### config.mk
export PLATFORM = sky130hd
export DESIGN_NAME = txrst_top
export DESIGN_NICKNAME = d
export VERILOG_FILES = /design/src/rtl/txrst_pkg.sv /design/src/rtl/txrst_dpath.sv /design/src/rtl/txrst_ctrl.sv /design/src/rtl/txrst_top.sv
export SDC_FILE = /design/constraint.sdc
export NUM_CORES = 1
export LEC_CHECK = 0
export ABC_AREA = 0
export BUFFER_PORTS_ARGS = -buffer_cell sky130_fd_sc_hd__buf_2
export CAP_MARGIN = 30
export CORE_ASPECT_RATIO = 1.2
export CORE_UTILIZATION = 30
export DETAILED_ROUTE_END_ITERATION = 8
export GPL_TIMING_DRIVEN = 0
export PLACE_DENSITY = 0.59
export SETUP_SLACK_MARGIN = 0.2
export SLEW_MARGIN = 10
export SYNTH_ARGS = -nofsm -noshare
export SYNTH_HDL_FRONTEND = slang
export SYNTH_SLANG_ARGS = --single-unit
### constraint.sdc
create_clock -name clk -period 1.9 [get_ports clk]
set_input_delay 0.095 -clock clk [delete_from_list [all_inputs] [get_ports clk]]
set_output_delay 0.095 -clock clk [all_outputs]
set_load 0.02 [all_outputs]
### src/rtl/txrst_pkg.sv
package txrst_pkg;

  typedef enum logic [2:0] {
    ST_IDLE,
    ST_PLLRST,
    ST_WAITLOCK,
    ST_DELAY,
    ST_PULSE,
    ST_GAP,
    ST_DONE
  } seqState_t;

  typedef enum logic [1:0] {
    TM_PLL,
    TM_LOCK,
    TM_HIGH,
    TM_GAP
  } tmrSel_t;

  // Strobes from the controller to the datapath
  typedef struct packed {
    logic    loadTmr;
    tmrSel_t tmrSel;
    logic    pllSet;
    logic    pllClr;
    logic    divSet;
    logic    divClr;
    logic    latchCount;
    logic    decCount;
  } seqStrobe_t;

  function automatic int maxOf4(input int a, input int b, input int c, input int d);
    int m;
    m = a;
    if (b > m) m = b;
    if (c > m) m = c;
    if (d > m) m = d;
    return m;
  endfunction

endpackage

### src/rtl/txrst_dpath.sv
module txrst_dpath
  import txrst_pkg::*;
#(
  parameter int LOCK_WAIT     = 1024,
  parameter int PULSE_W       = 256,
  parameter int GAP_W         = 256,
  parameter int PLL_RST_W     = 8,
  parameter int BUF_RST_W     = 16,
  parameter int PCNT_W        = 3,
  parameter int DEF_PULSES    = 1,
  parameter bit AUTO_RATE_RST = 1'b1,
  parameter int RATE_W        = 2
) (
  input  logic              clk,
  input  logic              rstN,
  input  logic              txPllLock,
  input  logic              rxPllLock,
  input  logic              useRxPll,
  input  logic [RATE_W-1:0] rateSel,
  input  logic [PCNT_W-1:0] pulseReq,
  input  seqStrobe_t        strb,
  output logic              lockRise,
  output logic              lockNow,
  output logic              tmrDone,
  output logic              lastPulse,
  output logic              rateChg,
  output logic              divRst,
  output logic              pllRst,
  output logic              pcsRst,
  output logic              bufRst
);

  localparam int TMR_MAX = maxOf4(LOCK_WAIT, PULSE_W, GAP_W, PLL_RST_W);
  localparam int TMR_W   = $clog2(TMR_MAX + 1);
  localparam int BUF_W   = $clog2(BUF_RST_W + 1);
  localparam int GAPC_W  = $clog2(GAP_W + 1);

  // Lock source selection and edge detection
  logic selLock;
  logic lockPrev;

  assign selLock = useRxPll ? rxPllLock : txPllLock;

  always_ff @(posedge clk) begin
    if (!rstN) lockPrev <= 1'b1;   // a flag high out of reset is not an edge
    else       lockPrev <= selLock;
  end

  assign lockRise = selLock & ~lockPrev;
  assign lockNow  = selLock;

  // Shared down-counter for all phase durations
  logic [TMR_W-1:0] tmr;
  logic [TMR_W-1:0] loadVal;

  always_comb begin
    unique case (strb.tmrSel)
      TM_PLL:  loadVal = TMR_W'(PLL_RST_W - 1);
      TM_LOCK: loadVal = TMR_W'(LOCK_WAIT - 1);
      TM_HIGH: loadVal = TMR_W'(PULSE_W - 1);
      default: loadVal = TMR_W'(GAP_W - 1);
    endcase
  end

  always_ff @(posedge clk) begin
    if (!rstN)               tmr <= '0;
    else if (strb.loadTmr)   tmr <= loadVal;
    else if (tmr != '0)      tmr <= tmr - 1'b1;
  end

  assign tmrDone = (tmr == '0);

  // Pulse counter
  logic [PCNT_W-1:0] pulsesLeft;

  always_ff @(posedge clk) begin
    if (!rstN)
      pulsesLeft <= '0;
    else if (strb.latchCount)
      pulsesLeft <= (pulseReq == '0) ? PCNT_W'(DEF_PULSES) : pulseReq;
    else if (strb.decCount && pulsesLeft != '0)
      pulsesLeft <= pulsesLeft - 1'b1;
  end

  assign lastPulse = (pulsesLeft <= PCNT_W'(1));

  // Reset output registers
  always_ff @(posedge clk) begin
    if (!rstN)             divRst <= 1'b0;
    else if (strb.divClr)  divRst <= 1'b0;
    else if (strb.divSet)  divRst <= 1'b1;
  end

  always_ff @(posedge clk) begin
    if (!rstN)             pllRst <= 1'b0;
    else if (strb.pllSet)  pllRst <= 1'b1;
    else if (strb.pllClr)  pllRst <= 1'b0;
  end

  always_ff @(posedge clk) begin
    if (!rstN)             pcsRst <= 1'b0;
    else if (strb.pllSet)  pcsRst <= 1'b1;
    else if (strb.pllClr)  pcsRst <= 1'b0;
  end

  // Rate change detection and buffer reset
  generate
    if (AUTO_RATE_RST) begin : g_rate
      logic [RATE_W-1:0] ratePrev;
      logic [BUF_W-1:0]  bufTmr;
      logic              bufQ;

      always_ff @(posedge clk) begin
        if (!rstN) ratePrev <= rateSel;
        else       ratePrev <= rateSel;
      end

      assign rateChg = (rateSel != ratePrev);

      always_ff @(posedge clk) begin
        if (!rstN) begin
          bufTmr <= '0;
          bufQ   <= 1'b0;
        end else if (rateChg) begin
          bufTmr <= BUF_W'(BUF_RST_W - 1);
          bufQ   <= 1'b1;
        end else if (bufTmr != '0) begin
          bufTmr <= bufTmr - 1'b1;
        end else begin
          bufQ   <= 1'b0;
        end
      end

      assign bufRst = bufQ;

      // a sampled rate change is followed by an active buffer reset
      p_buf_on_change_r9: assert property (@(posedge clk) disable iff (!rstN)
        rateChg |=> bufRst);
    end else begin : g_norate
      assign rateChg = 1'b0;
      assign bufRst  = 1'b0;
    end
  endgenerate

  // Low-time counter used to guard the gap between pulses
  logic [GAPC_W-1:0] lowCnt;

  always_ff @(posedge clk) begin
    if (!rstN)                           lowCnt <= '0;
    else if (divRst)                     lowCnt <= '0;
    else if (lowCnt != GAPC_W'(GAP_W))   lowCnt <= lowCnt + 1'b1;
  end

  // a divider pulse never starts before a full gap of low time
  p_gap_before_rise_r6: assert property (@(posedge clk) disable iff (!rstN)
    $rose(divRst) |-> (lowCnt == GAPC_W'(GAP_W)));

  // losing the selected lock releases the divider reset next cycle
  p_lock_loss_r8: assert property (@(posedge clk) disable iff (!rstN)
    !lockNow |=> !divRst);

endmodule

### src/rtl/txrst_ctrl.sv
module txrst_ctrl
  import txrst_pkg::*;
(
  input  logic       clk,
  input  logic       rstN,
  input  logic       start,
  input  logic       lockRise,
  input  logic       lockNow,
  input  logic       tmrDone,
  input  logic       lastPulse,
  input  logic       rateChg,
  output seqStrobe_t strb,
  output logic       done
);

  seqState_t state, nxt;

  always_comb begin
    strb = '0;
    nxt  = state;
    if (start) begin
      nxt          = ST_PLLRST;
      strb.pllSet  = 1'b1;
      strb.divClr  = 1'b1;
      strb.loadTmr = 1'b1;
      strb.tmrSel  = TM_PLL;
    end else begin
      unique case (state)
        ST_IDLE: ;
        ST_PLLRST: begin
          if (tmrDone) begin
            nxt         = ST_WAITLOCK;
            strb.pllClr = 1'b1;
          end
        end
        ST_WAITLOCK: begin
          if (lockRise) begin
            nxt             = ST_DELAY;
            strb.loadTmr    = 1'b1;
            strb.tmrSel     = TM_LOCK;
            strb.latchCount = 1'b1;
          end
        end
        ST_DELAY, ST_PULSE, ST_GAP: begin
          if (!lockNow) begin
            nxt         = ST_WAITLOCK;
            strb.divClr = 1'b1;
          end else if (tmrDone) begin
            if (state == ST_PULSE) begin
              nxt          = ST_GAP;
              strb.divClr  = 1'b1;
              strb.loadTmr = 1'b1;
              strb.tmrSel  = TM_GAP;
            end else if (state == ST_GAP && lastPulse) begin
              nxt = ST_DONE;
            end else begin
              nxt           = ST_PULSE;
              strb.divSet   = 1'b1;
              strb.loadTmr  = 1'b1;
              strb.tmrSel   = TM_HIGH;
              strb.decCount = (state == ST_GAP);
            end
          end
        end
        ST_DONE: begin
          if (rateChg) nxt = ST_IDLE;
        end
        default: nxt = ST_IDLE;
      endcase
    end
  end

  always_ff @(posedge clk) begin
    if (!rstN) state <= ST_IDLE;
    else       state <= nxt;
  end

  assign done = (state == ST_DONE);

  // a start request always withdraws completion
  p_start_clears_done_r10: assert property (@(posedge clk) disable iff (!rstN)
    start |=> !done);

  // completion is only reached from the trailing gap
  p_done_entry_r10: assert property (@(posedge clk) disable iff (!rstN)
    $rose(done) |-> ($past(state) == ST_GAP));

endmodule

### src/rtl/txrst_top.sv
module txrst_top
  import txrst_pkg::*;
#(
  parameter int LOCK_WAIT     = 1024,
  parameter int PULSE_W       = 256,
  parameter int GAP_W         = 256,
  parameter int PLL_RST_W     = 8,
  parameter int BUF_RST_W     = 16,
  parameter int PCNT_W        = 3,
  parameter int DEF_PULSES    = 1,
  parameter bit AUTO_RATE_RST = 1'b1
) (
  input  logic              clk,
  input  logic              rstN,
  input  logic              start,
  input  logic              txPllLock,
  input  logic              rxPllLock,
  input  logic              useRxPll,
  input  logic [1:0]        rateSel,
  input  logic [PCNT_W-1:0] pulseReq,
  output logic              divRst,
  output logic              pllRst,
  output logic              pcsRst,
  output logic              bufRst,
  output logic              done
);

  localparam int HIGHC_W = $clog2(PULSE_W + 1);

  seqStrobe_t strb;
  logic lockRise, lockNow, tmrDone, lastPulse, rateChg;

  txrst_ctrl u_ctrl (
    .clk      (clk),
    .rstN     (rstN),
    .start    (start),
    .lockRise (lockRise),
    .lockNow  (lockNow),
    .tmrDone  (tmrDone),
    .lastPulse(lastPulse),
    .rateChg  (rateChg),
    .strb     (strb),
    .done     (done)
  );

  txrst_dpath #(
    .LOCK_WAIT    (LOCK_WAIT),
    .PULSE_W      (PULSE_W),
    .GAP_W        (GAP_W),
    .PLL_RST_W    (PLL_RST_W),
    .BUF_RST_W    (BUF_RST_W),
    .PCNT_W       (PCNT_W),
    .DEF_PULSES   (DEF_PULSES),
    .AUTO_RATE_RST(AUTO_RATE_RST),
    .RATE_W       (2)
  ) u_dpath (
    .clk      (clk),
    .rstN     (rstN),
    .txPllLock(txPllLock),
    .rxPllLock(rxPllLock),
    .useRxPll (useRxPll),
    .rateSel  (rateSel),
    .pulseReq (pulseReq),
    .strb     (strb),
    .lockRise (lockRise),
    .lockNow  (lockNow),
    .tmrDone  (tmrDone),
    .lastPulse(lastPulse),
    .rateChg  (rateChg),
    .divRst   (divRst),
    .pllRst   (pllRst),
    .pcsRst   (pcsRst),
    .bufRst   (bufRst)
  );

  // High-time counter guarding the divider pulse width
  logic [HIGHC_W-1:0] highCnt;

  always_ff @(posedge clk) begin
    if (!rstN)                             highCnt <= '0;
    else if (!divRst)                      highCnt <= '0;
    else if (highCnt != HIGHC_W'(PULSE_W)) highCnt <= highCnt + 1'b1;
  end

  // a pulse that ends normally has lasted the full width
  p_pulse_width_r5: assert property (@(posedge clk) disable iff (!rstN)
    ($fell(divRst) && $past(lockNow) && !$past(start)) |-> (highCnt == HIGHC_W'(PULSE_W)));

  // PCS reset moves together with the PLL reset
  p_pcs_follow_pll_r7: assert property (@(posedge clk) disable iff (!rstN)
    pcsRst == pllRst);

  // completion never coincides with an active divider or PLL reset
  p_done_quiet_r10: assert property (@(posedge clk) disable iff (!rstN)
    done |-> (!divRst && !pllRst));

endmodule

**Word level (Yosys, flattened, before mapping)**

Cells that the tools add are included.

- Logic and storage cells: 105
- Output and inout port bits: 5
- Register bits after elaboration: 28

- Reductions and logical operators: 19
- Multiplexer cells: 49
- Equality and inequality tests: 18
- Bitwise operators: 4
- Add/sub/neg operators: 3
- Order comparisons: 1

Operator list:

| kind | count |
|---|---|
| $mux 3 | 14 |
| $mux 1 | 22 |
| $mux 11 | 2 |
| $pmux 10 s2 | 1 |
| $pmux 3 s5 | 1 |
| $mux 2 | 6 |
| $logic_not 11->1 | 1 |
| $reduce_bool 11->1 | 1 |
| $sub 11x1->11 const B | 1 |
| $reduce_and 5->1 | 2 |
| $eq 3x3->1 const B | 3 |
| $ne 3x3->1 const B | 3 |
| $mux 4 | 2 |
| $ne 2x2->1 const B | 4 |
| $reduce_bool 2->1 | 4 |
| $eq 3x2->1 const B | 2 |
| $logic_not 3->1 | 2 |
| $pmux 3 s2 | 1 |
| $reduce_or 2->1 | 3 |
| $reduce_bool 5->1 | 1 |
| $sub 5x1->5 const B | 1 |
| $ne 4x4->1 const B | 1 |
| $eq 3x1->1 const B | 1 |
| $le 3x1->1 const B | 1 |
| other kinds (11) | 14 |

**Depth between registers and ports, before layout**

Gate-level depths: netlist of the first run.

- Word-level depth: 11
- Mapped depth: 8
- Mapped depth without buffers: 8

**Hierarchy**

From an unflattened synthesis of the first run, not the netlist that was laid out.

- Cell total of the unflattened synthesis: 195
- Area total of the unflattened synthesis: 1674.1 µm²

Modules (own cells, without submodules):

| module | area an instance (µm²) | cells an instance | seq. area each (µm²) | instances |
|---|---|---|---|---|
| txrst_dpath | 1258.7 | 140 | 500.5 | 1 |
| txrst_ctrl | 415.4 | 55 | 60.1 | 1 |

**Least setup slack after synthesis of the first run**

OpenSTA, ideal clock, no wires.

- Path kind: register to register
- Start point: register u_dpath.tmr[0]
- End point: register u_dpath.pulsesLeft[1]
- Data required time: 1831 ps
- Arrival: 1837 ps
- Cell stages (with the launch flop): 8
- Path slack: -5 ps
- Setup time: 69 ps
- Path through: dfxtp_1 > inv_1 > ha_1 > nor3b_2 > nand3_4 > nor4_4 > mux2_2 > o21ai_1

- Word-level cells in the longest chain between the ends: 7

Ends and longest elaborated chain:

| element | RTL line | RTL |
|---|---|---|
| from (decl) | txrst_dpath.sv:53 | `logic [TMR_W-1:0] tmr;` |
| from (signal assigned) | txrst_dpath.sv:67 | `else if (strb.loadTmr) tmr <= loadVal;` |
| from (signal assigned) | txrst_dpath.sv:68 | `else if (tmr != '0) tmr <= tmr - 1'b1;` |
| $logic_not 11->1 | txrst_dpath.sv:71 | `assign tmrDone = (tmr == '0);` |
| $mux 1 | txrst_ctrl.sv:48 | `end else if (tmrDone) begin` |
| $mux 1 | txrst_ctrl.sv:45 | `if (!lockNow) begin` |
| $mux 1 | txrst_ctrl.sv:28 | `unique case (state)` |
| $mux 2 | txrst_ctrl.sv:21 | `if (start) begin` |
| $logic_and 1x1->1 | txrst_dpath.sv:81 | `else if (strb.decCount && pulsesLeft != '0)` |
| $reduce_bool 2->1 (no source line) | - |  |
| to (signal assigned) | txrst_dpath.sv:80 | `pulsesLeft <= (pulseReq == '0) ? PCNT_W'(DEF_PULSES) : pulseReq;` |
| to (signal assigned) | txrst_dpath.sv:82 | `pulsesLeft <= pulsesLeft - 1'b1;` |
| to (decl) | txrst_dpath.sv:74 | `logic [PCNT_W-1:0] pulsesLeft;` |

Every way passes these cells.
A chain may end at the register's enable or synchronous reset.

**Final worst setup path of the first run**

- Start point: register u_dpath.pulsesLeft[0]
- End point: register u_dpath.pulsesLeft[2]

- Word-level cells in the longest chain between the ends: 10
- Elaborated cells on any way between the ends: 14
- Classes of those cells: 1 x add/sub; 1 x order compare; 8 x mux; 4 x reduce/logical

Ends and longest elaborated chain:

| element | RTL line | RTL |
|---|---|---|
| $le 3x1->1 | txrst_dpath.sv:85 | `assign lastPulse = (pulsesLeft <= PCNT_W'(1));` |
| $logic_and 1x1->1 | txrst_ctrl.sv:54 | `end else if (state == ST_GAP && lastPulse) begin` |
| $mux 1 | txrst_ctrl.sv:54 |  |
| $mux 1 | txrst_ctrl.sv:49 | `if (state == ST_PULSE) begin` |
| $mux 1 | txrst_ctrl.sv:48 |  |
| $mux 1 | txrst_ctrl.sv:45 |  |
| $mux 1 | txrst_ctrl.sv:28 |  |
| $mux 2 | txrst_ctrl.sv:21 |  |
| $logic_and 1x1->1 | txrst_dpath.sv:81 |  |
| $reduce_bool 2->1 (no source line) | - |  |

Several ways; a longest one is shown, not always the timed one. The select of a mux whose other input is x is not followed.

==> flow_summary.ini, run 1 <==
[critical_path]
crit_top_cell = ha_4
reg2reg_from = u_dpath.pulsesLeft[0]
critPathTopFamily = simple AND/OR/NAND/NOR gates
slowest_delay_ns = 0.40
arrival_ns = 2.05
critPathKind = flop to flop
cp-startpoint = u_dpath.pulsesLeft[0]
cp_max_fo = 4
critical_path_buf_inv_count = 1
cp-start-kind = flop
critical_path.cell_chain = inv_4 -> ha_4 -> ha_4 -> nor2_4 -> nand3_2 -> nor4_4 -> mux2_4 -> o21ai_1
worst_path_max_delay_cell = nor4_4
required_ns = 2.12
cp-end-kind = flop

[clocking]
cts_root_buffer = clkbuf_8
cts_tree = yes
cts_sinks = 28
cts_buffer_depth = 2
clkLatencyLatePin_ns = 0.28
clk_pin_slew_ns = 0.10
cts_buffers = 3
htree_num_levels = 1

[layout]
drive_gt1_share_pct = 39.3
syn_to_final_growth_pct = 36.3
mostFrequentLayoutCells = dfxtp_1, nand2_1, buf_2
num_antenna_cells = 0
nNetsFinal = 231
mostFrequentLayoutCell = dfxtp_1
fin_area_sq_um = 2130
postLayoutCoreUtil_pct = 42.9

[sta]
drv_slew = 0
layout_min_cycle_time_ns = 1.82
tightestPinTransition_ns = 0.713
slew_headroom_pct = 51.1
fmax_ghz = 0.548
fin_crit_sh_pct = 96.0
rsz0062_at_grt = yes
skew_ns = 0.00837
finalHoldViolations = 0
hold_slack_ns = 0.0540
setup_violations = 0

[floorplan]
num_rows = 28
ios = 16
die_h_um = 81.2
start_util_pct = 31.5
die_w_um = 68.0
die_area_sq_um = 5520
core_sq_um = 4970

[global_routing]
grt_pass1_vias = 1279
track_usage_pct = 13.8
antenna_found_initial = 0
overflow = 0
grt_max_degree = 17
grt_first_pass_wirelength_um = 5820

[drt]
drcViolationCount = 0
ant_nets = 0
avgViaCountPerCell = 5.05
dr.pass1.iters = 4
wire_per_inst_um = 13.6
top_layer_used = met4
wl_met3_um = 50
drt-initial-drc-count = 29
dr_wl_met2_um = 1920
wl_um = 3740
drt-met1-wl_um = 1690
num_vias = 1385

[power]
power_density_nw_per_um2 = 750
ir_drop_mv = 0.435
p_total_uw = 1600
p_leak_uw = 0.000819

[synth]
synth_seq_area_share_pct = 35.8
netlist_instances = 179
synth_seq_cells = 28
syn_avg_cell_area_sq_um = 8.75
synth_warnings = 0
syn-cell-area_sq_um = 1570
syn-num-nets = 195
synth_cell_types = 43

[hold_path]
min_path_type = input port to flop
hold_start = pulseReq[2]

[place]
post_dp_cell_area_sq_um = 1740
dp_hpwl_um = 2400
place.gp.congestion = 0.851
portBuffers = 15

[run_status]
outcome = complete, no violations

[job]
drv_cap = 0
## logic make-up after synthesis
| kind of cell | synth area share, % |
|---|---|
| AOI/OAI and AO/OA | 20.6 |
| xor gates and xnor gates | 6.71 |
| adders and majority gates | 3.99 |
| buffers and inverters | 4.07 |
| DFF | 35.8 |
| muxes | 4.07 |
| and+or+nand+nor | 24.8 |
## state kept, by name (all words and copies together), names as in the netlist, 2 cells and up
| name | cells |
|---|---|
| u_dpath.g_rate.bufTmr | 5 |
| u_dpath.pulsesLeft | 3 |
| u_dpath.g_rate.ratePrev | 2 |
| u_dpath.tmr | 11 |
| u_ctrl.state | 3 |
## area by class of cell
class | count | area, sq um
Buffer | 7 | 50.0
Clock buffer | 3 | 41.3
Clock inverter | 1 | 30.0
Fill cell | 505 | 2840
Inverter | 8 | 32.5
Multi-Input combinational cell | 136 | 1130
Sequential cell | 28 | 572
Tap cell | 60 | 75.1
Timing Repair Buffer | 31 | 204
## cells in the mapped netlist (all sizes together)
cell	count	share of area, %
dfxtp	28	36
nand2	16	3.8
a21oi	15	4.8
nor2	14	3.4
xnor2	11	6.2
o21a	9	4.3
inv	8	1.9
nand2b	8	3.2
nand3	6	2.7
o21ai	6	2.2
clkbuf	5	1.2
ha	5	4.0
nor3	5	1.6
nor4	4	4.5
mux2	3	2.2
mux2i	3	1.9
nor2b	3	1.2
o31a	3	1.7
a21o	2	0.96
a221oi	2	1.1
buf	2	0.96
nor3b	2	1.3
o22ai	2	0.80
o31ai	2	0.96
or3	2	0.80
a211oi	1	0.48
a311oi	1	0.56
a31oi	1	0.40
and2b	1	0.48
and3	1	0.40
and3b	1	0.56
o211a	1	0.64
o21ba	1	0.64
o221ai	1	0.56
o311ai	1	0.56
or2	1	0.40
or4	1	0.48
xor2	1	0.56
## final timing paths
kind,to,slack [ns],cells past startpoint
worst min register to register,u_dpath.g_rate.bufTmr[4],0.46,2
worst max register to register,u_dpath.pulsesLeft[2],0.08,8
worst max-delay path,u_dpath.pulsesLeft[2],0.08,8
worst min-delay path,u_dpath.pulsesLeft[2],0.05,3
## timing repair
item                       4_1_cts  5_1_grt
gates resized for setup         15       38
setup endpoints to repair       16       19
pin swaps                        3       10
hold endpoints to repair         2        0
hold buffers                     2        0
buffers inserted                 7        7
## layer usage
metal | track usage, % | vias up
met1 | 17.4 | 661
met4 | 5.00 | 0
li1 | - | 702
met3 | 1.69 | 7
met2 | 23.6 | 15
met5 | 0 | -
## where the power goes
group | switching (uW) | internal (uW)
combinational | 224 | 220
clock | 204 | 283
sequential | 43.3 | 627
## worst register-to-register path, stage by stage (launching register included)
cell,delay (ns)
dfxtp_4,0.39
inv_4,0.04
ha_4,0.16
ha_4,0.16
nor2_4,0.08
nand3_2,0.10
nor4_4,0.40
mux2_4,0.34
o21ai_1,0.12
## stage by stage
stage	std cells	setup TNS, ns	setup WS (ns)
after floorplan	179	0	0.134
after global placement	254	-0.116	-0.0608
after detailed placement	254	-0.208	-0.106
after CTS	267	0	0.0400
after global routing	274	0	0.0158
final	274	0	0.0751
No activity file was read; power rests on OpenSTA's default activity.
==> run 2: changes to the inputs <==
--- a/config.mk
+++ b/config.mk
@@ -11,8 +11,9 @@
 export CORE_ASPECT_RATIO = 1.2
 export CORE_UTILIZATION = 30
 export DETAILED_ROUTE_END_ITERATION = 8
+export GPL_ROUTABILITY_DRIVEN = 0
 export GPL_TIMING_DRIVEN = 0
-export PLACE_DENSITY = 0.59
+export PLACE_DENSITY = 0.57
 export SETUP_SLACK_MARGIN = 0.2
 export SLEW_MARGIN = 10
 export SYNTH_ARGS = -nofsm -noshare
==> constraint.sdc (replaced) <==
create_clock -name clk -period 2.3 [get_ports clk]
set_input_delay 0.115 -clock clk [delete_from_list [all_inputs] [get_ports clk]]
set_output_delay 0.115 -clock clk [all_outputs]
set_load 0.02 [all_outputs]
==> flow_summary.ini, run 2 (synthesized netlist as in run 1, its figures left out) <==
[run_status]
outcome = complete, no violations

[critical_path]
crit_top_cell = ha_1
slowest_delay_ns = 0.38
worst_path_max_delay_cell = dfxtp_2
required_ns = 2.52
critPathKind = flop to flop
critical_path_buf_inv_count = 1
cp_max_fo = 4
cp-end-kind = flop
critical_path.cell_chain = inv_1 -> ha_1 -> ha_1 -> nor2_1 -> nand3_1 -> nor4_4 -> mux2_2 -> o21ai_1
critPathTopFamily = simple AND/OR/NAND/NOR gates
cp-start-kind = flop
arrival_ns = 2.13

[sta]
fin_crit_sh_pct = 83.2
finalHoldViolations = 0
worst_slack_ns = 0.386
layout_min_cycle_time_ns = 1.91
tightestPinTransition_ns = 0.687
setup_violations = 0
drv_slew = 0
fmax_ghz = 0.522
skew_ns = 0.00434
rsz0062_at_grt = no
hold_slack_ns = 0.0873
slew_headroom_pct = 52.9
fin_tns_setup_ns = 0

[place]
portBuffers = 15
place_ws_ns = 0.188
dp_hpwl_um = 2280

[layout]
mostFrequentLayoutCell = dfxtp_1
top_register = u_dpath.tmr
syn_to_final_growth_pct = 17.3
num_antenna_cells = 0
largest_reg_flops = 11
mostFrequentLayoutCells = dfxtp_1, nand2_1, a21oi_1, buf_2, nor2_1
drive_gt1_share_pct = 17.8
nNetsFinal = 219
layout_top_registers = u_dpath.tmr: 11 flops, u_dpath.g_rate.bufTmr: 5 flops
postLayoutCoreUtil_pct = 36.9

[drt]
drt-initial-drc-count = 30
wl_um = 3060
num_vias = 1315
ant_nets = 0
avgViaCountPerCell = 5.02
dr.pass1.iters = 4
wire_per_inst_um = 11.7
drcViolationCount = 0

[clocking]
cts_root_buffer = clkbuf_8
cts_sinks = 28
clkLatencyLatePin_ns = 0.28
clk_pin_slew_ns = 0.10
htree_num_levels = 1
cts_buffers = 3
cts_tree = yes
cts_buffer_depth = 2

[power]
p_total_uw = 1220
power_density_nw_per_um2 = 665
ir_drop_mv = 0.340
p_leak_uw = 0.000706

[hold_path]
min_path_type = input port to flop

[global_routing]
grt_first_pass_wirelength_um = 5510
track_usage_pct = 13.3
grt_max_degree = 17
antenna_found_initial = 0
overflow = 0
grt_pass1_vias = 1224

[floorplan]
core_sq_um = 4970
ios = 16
die_area_sq_um = 5520
num_rows = 28
die_w_um = 68.0
die_h_um = 81.2
start_util_pct = 31.5

[job]
drv_cap = 0
==> run 2: per-stage QoR <==
step / cells / cell area, sq um
after CTS: 260 / 1810
after global routing: 262 / 1840
after global placement: 254 / 1720
after detailed placement: 254 / 1720
after floorplan: 179 / 1570
final: 262 / 1840
==> run 2: cell type report <==
cell class | instances | area, sq um
Timing Repair Buffer | 19 | 110
Clock buffer | 3 | 41.3
Clock inverter | 1 | 30.0
Buffer | 7 | 33.8
Inverter | 8 | 30.0
Multi-Input combinational cell | 136 | 955
Sequential cell | 28 | 562
Tap cell | 60 | 75.1
Fill cell | 544 | 3140
==> run 2: power breakdown <==
group          internal (uW)  switching, uW
logic                    130            146
registers                517           33.9
clock network            233            160
total                    880            340
==> run 2: per-layer routing <==
metal	wire (um)	up-vias	part of all wire, %	global-route usage [%]
li1	-	680	-	-
met1	1470	611	48	16.5
met2	1470	19	48	22.5
met3	55	5	1.8	0.843
met4	72	0	2.4	6.88
met5	0	-	0	0
==> run 2: worst register-to-register path, cell delays in order, from the launching register on <==
cell	delay, ns
dfxtp_2	0.38
inv_1	0.05
ha_1	0.19
ha_1	0.17
nor2_1	0.08
nand3_1	0.12
nor4_4	0.38
mux2_2	0.37
o21ai_1	0.11
==> run 2: final timing paths <==
path / slack, ns / to / cells after the start / start
setup / recovery: 0.39 / u_dpath.pulsesLeft[2] / 8 / u_dpath.pulsesLeft[0]
hold / removal: 0.09 / u_dpath.pulsesLeft[1] / 3 / pulseReq[1]
setup reg to reg: 0.39 / u_dpath.pulsesLeft[2] / 8 / u_dpath.pulsesLeft[0]
hold reg to reg: 0.46 / u_dpath.g_rate.bufTmr[4] / 2 / u_dpath.g_rate.bufTmr[4]
==> run 2: repair_timing <==
action	CTS	global route
hold buffers	2	0
gates resized for setup	1	2
endpoints found under the setup margin	4	4
hold endpoints to repair	2	0
setup buffers	0	2
pin swaps	0	1
==> run 3: changes to the inputs <==
--- a/config.mk
+++ b/config.mk
@@ -13,7 +13,7 @@
 export DETAILED_ROUTE_END_ITERATION = 8
 export GPL_ROUTABILITY_DRIVEN = 0
 export GPL_TIMING_DRIVEN = 0
-export PLACE_DENSITY = 0.57
+export PLACE_DENSITY = 0.59
 export SETUP_SLACK_MARGIN = 0.2
 export SLEW_MARGIN = 10
 export SYNTH_ARGS = -nofsm -noshare
==> constraint.sdc (replaced) <==
create_clock -name clk -period 1.7 [get_ports clk]
set_input_delay 0.085 -clock clk [delete_from_list [all_inputs] [get_ports clk]]
set_output_delay 0.085 -clock clk [all_outputs]
set_load 0.02 [all_outputs]
==> flow_summary.ini, run 3 (synthesized netlist as in run 1, its figures left out) <==
[drt]
avgViaCountPerCell = 4.99
dr.pass1.iters = 4
drcViolationCount = 0
wire_per_inst_um = 12.9
num_vias = 1361
drt-initial-drc-count = 32
wl_um = 3520
ant_nets = 0

[hold_path]
min_path_type = input port to flop

[power]
p_total_uw = 1790
ir_drop_mv = 0.518
p_leak_uw = 0.000814
power_density_nw_per_um2 = 853

[sta]
slew_headroom_pct = 50.5
tightestPinTransition_ns = 0.721
layout_min_cycle_time_ns = 1.86
drv_slew = 0
fmax_ghz = 0.537
rsz0062_at_grt = yes
skew_ns = 0.00561
fin_crit_sh_pct = 110
worst_slack_ns = -0.163
setup_violations = 11
finalHoldViolations = 0
hold_slack_ns = 0.0539

[layout]
top_register = u_dpath.tmr
largest_reg_flops = 11
layout_top_registers = u_dpath.tmr: 11 flops, u_dpath.g_rate.bufTmr: 5 flops
num_antenna_cells = 0
mostFrequentLayoutCell = dfxtp_1
drive_gt1_share_pct = 35.7
mostFrequentLayoutCells = dfxtp_1, nand2_1, buf_2
syn_to_final_growth_pct = 34.0
nNetsFinal = 230

[global_routing]
grt_pass1_vias = 1291
antenna_found_initial = 0
overflow = 0
track_usage_pct = 13.8
grt_first_pass_wirelength_um = 5740
grt_max_degree = 17

[floorplan]
num_rows = 28
die_w_um = 68.0
core_sq_um = 4970
ios = 16
die_area_sq_um = 5520
start_util_pct = 31.5
die_h_um = 81.2

[clocking]
cts_tree = yes
cts_sinks = 28
clk_pin_slew_ns = 0.10
clkLatencyLatePin_ns = 0.28
cts_root_buffer = clkbuf_8
cts_buffers = 3
htree_num_levels = 1
cts_buffer_depth = 2

[critical_path]
arrival_ns = 2.05
slowest_delay_ns = 0.34
critical_path_buf_inv_count = 1
worst_path_max_delay_cell = dfxtp_2
required_ns = 1.89
cp_max_fo = 5
critPathTopFamily = compound AO/OA/AOI/OAI gates
cp-end-kind = flop
cp-start-kind = flop
critical_path.cell_chain = inv_2 -> ha_4 -> nor3b_4 -> nand3_4 -> a311oi_1 -> nor2_1 -> a221oi_1
critPathKind = flop to flop

[run_status]
outcome = complete, but fails checks
violations = setup timing

[place]
dp_hpwl_um = 2370
portBuffers = 15

[job]
drv_cap = 0
-- run 3: area by class of cell --
type	count	area, sq um
plain buffers	7	46.3
clock inverters	1	30.0
fillers	504	2880
inverters	8	30.0
multi-input cells	136	1080
clock buffers	3	41.3
well taps	60	75.1
flip-flops and latches	28	571
repair buffers	30	221
-- run 3: where the power goes --
group / total, uW / switching (uW) / internal (uW) / leakage, uW
Combinational: 510 / 243 / 267 / 0.000545
Sequential: 750 / 49.4 / 701 / 0.000233
Clock: 530 / 215 / 315 / 0.0000357
-- run 3: final timing paths --
kind	from	endpoint	depth (start not counted)	slack (ns)
worst min-delay path	pulseReq[2]	u_dpath.pulsesLeft[2]	3	0.05
worst max register to register	u_dpath.tmr[0]	u_dpath.tmr[6]	7	-0.16
worst max-delay path	u_dpath.tmr[0]	u_dpath.tmr[6]	7	-0.16
worst min register to register	u_dpath.g_rate.bufTmr[4]	u_dpath.g_rate.bufTmr[4]	2	0.49
-- run 3: per-layer routing --
metal  share of wire, %  track usage [%]  wire length [um]
met1                 49             17.9              1720
met2                 48             22.6              1710
met3                1.4            0.983                49
met4                1.2             6.25                42
met5                  0                0                 0
-- run 3: worst min-delay path, delay by kind of cell --
family / cells / cell delay, ns
AOI/OAI and AO/OA: 1 / 0.05
buffers and inverters: 1 / 0.09
and+or+nand+nor: 1 / 0.07
-- run 3: repair_timing --
action / in CTS / in global routing
gates resized for setup: 14 / 22
hold buffers: 2 / 0
endpoints found under the setup margin: 24 / 23
cloned: 0 / 1
pin swaps: 3 / 9
setup buffers: 6 / 6
hold endpoints to repair: 2 / 0
-- run 3: per-stage QoR --
step / cells / cell area, sq um / util (%) / worst slack (ns) / setup TNS [ns]
after floorplan: 179 / 1600 / - / -0.0658 / -0.132
after global placement: 254 / 1750 / 35.3 / -0.262 / -1.63
after detailed placement: 254 / 1750 / 35.3 / -0.283 / -1.84
after CTS: 266 / 1940 / 39.1 / -0.155 / -1.00
after global routing: 273 / 2100 / 42.2 / -0.247 / -2.41
final: 273 / 2100 / 42.2 / -0.163 / -1.04
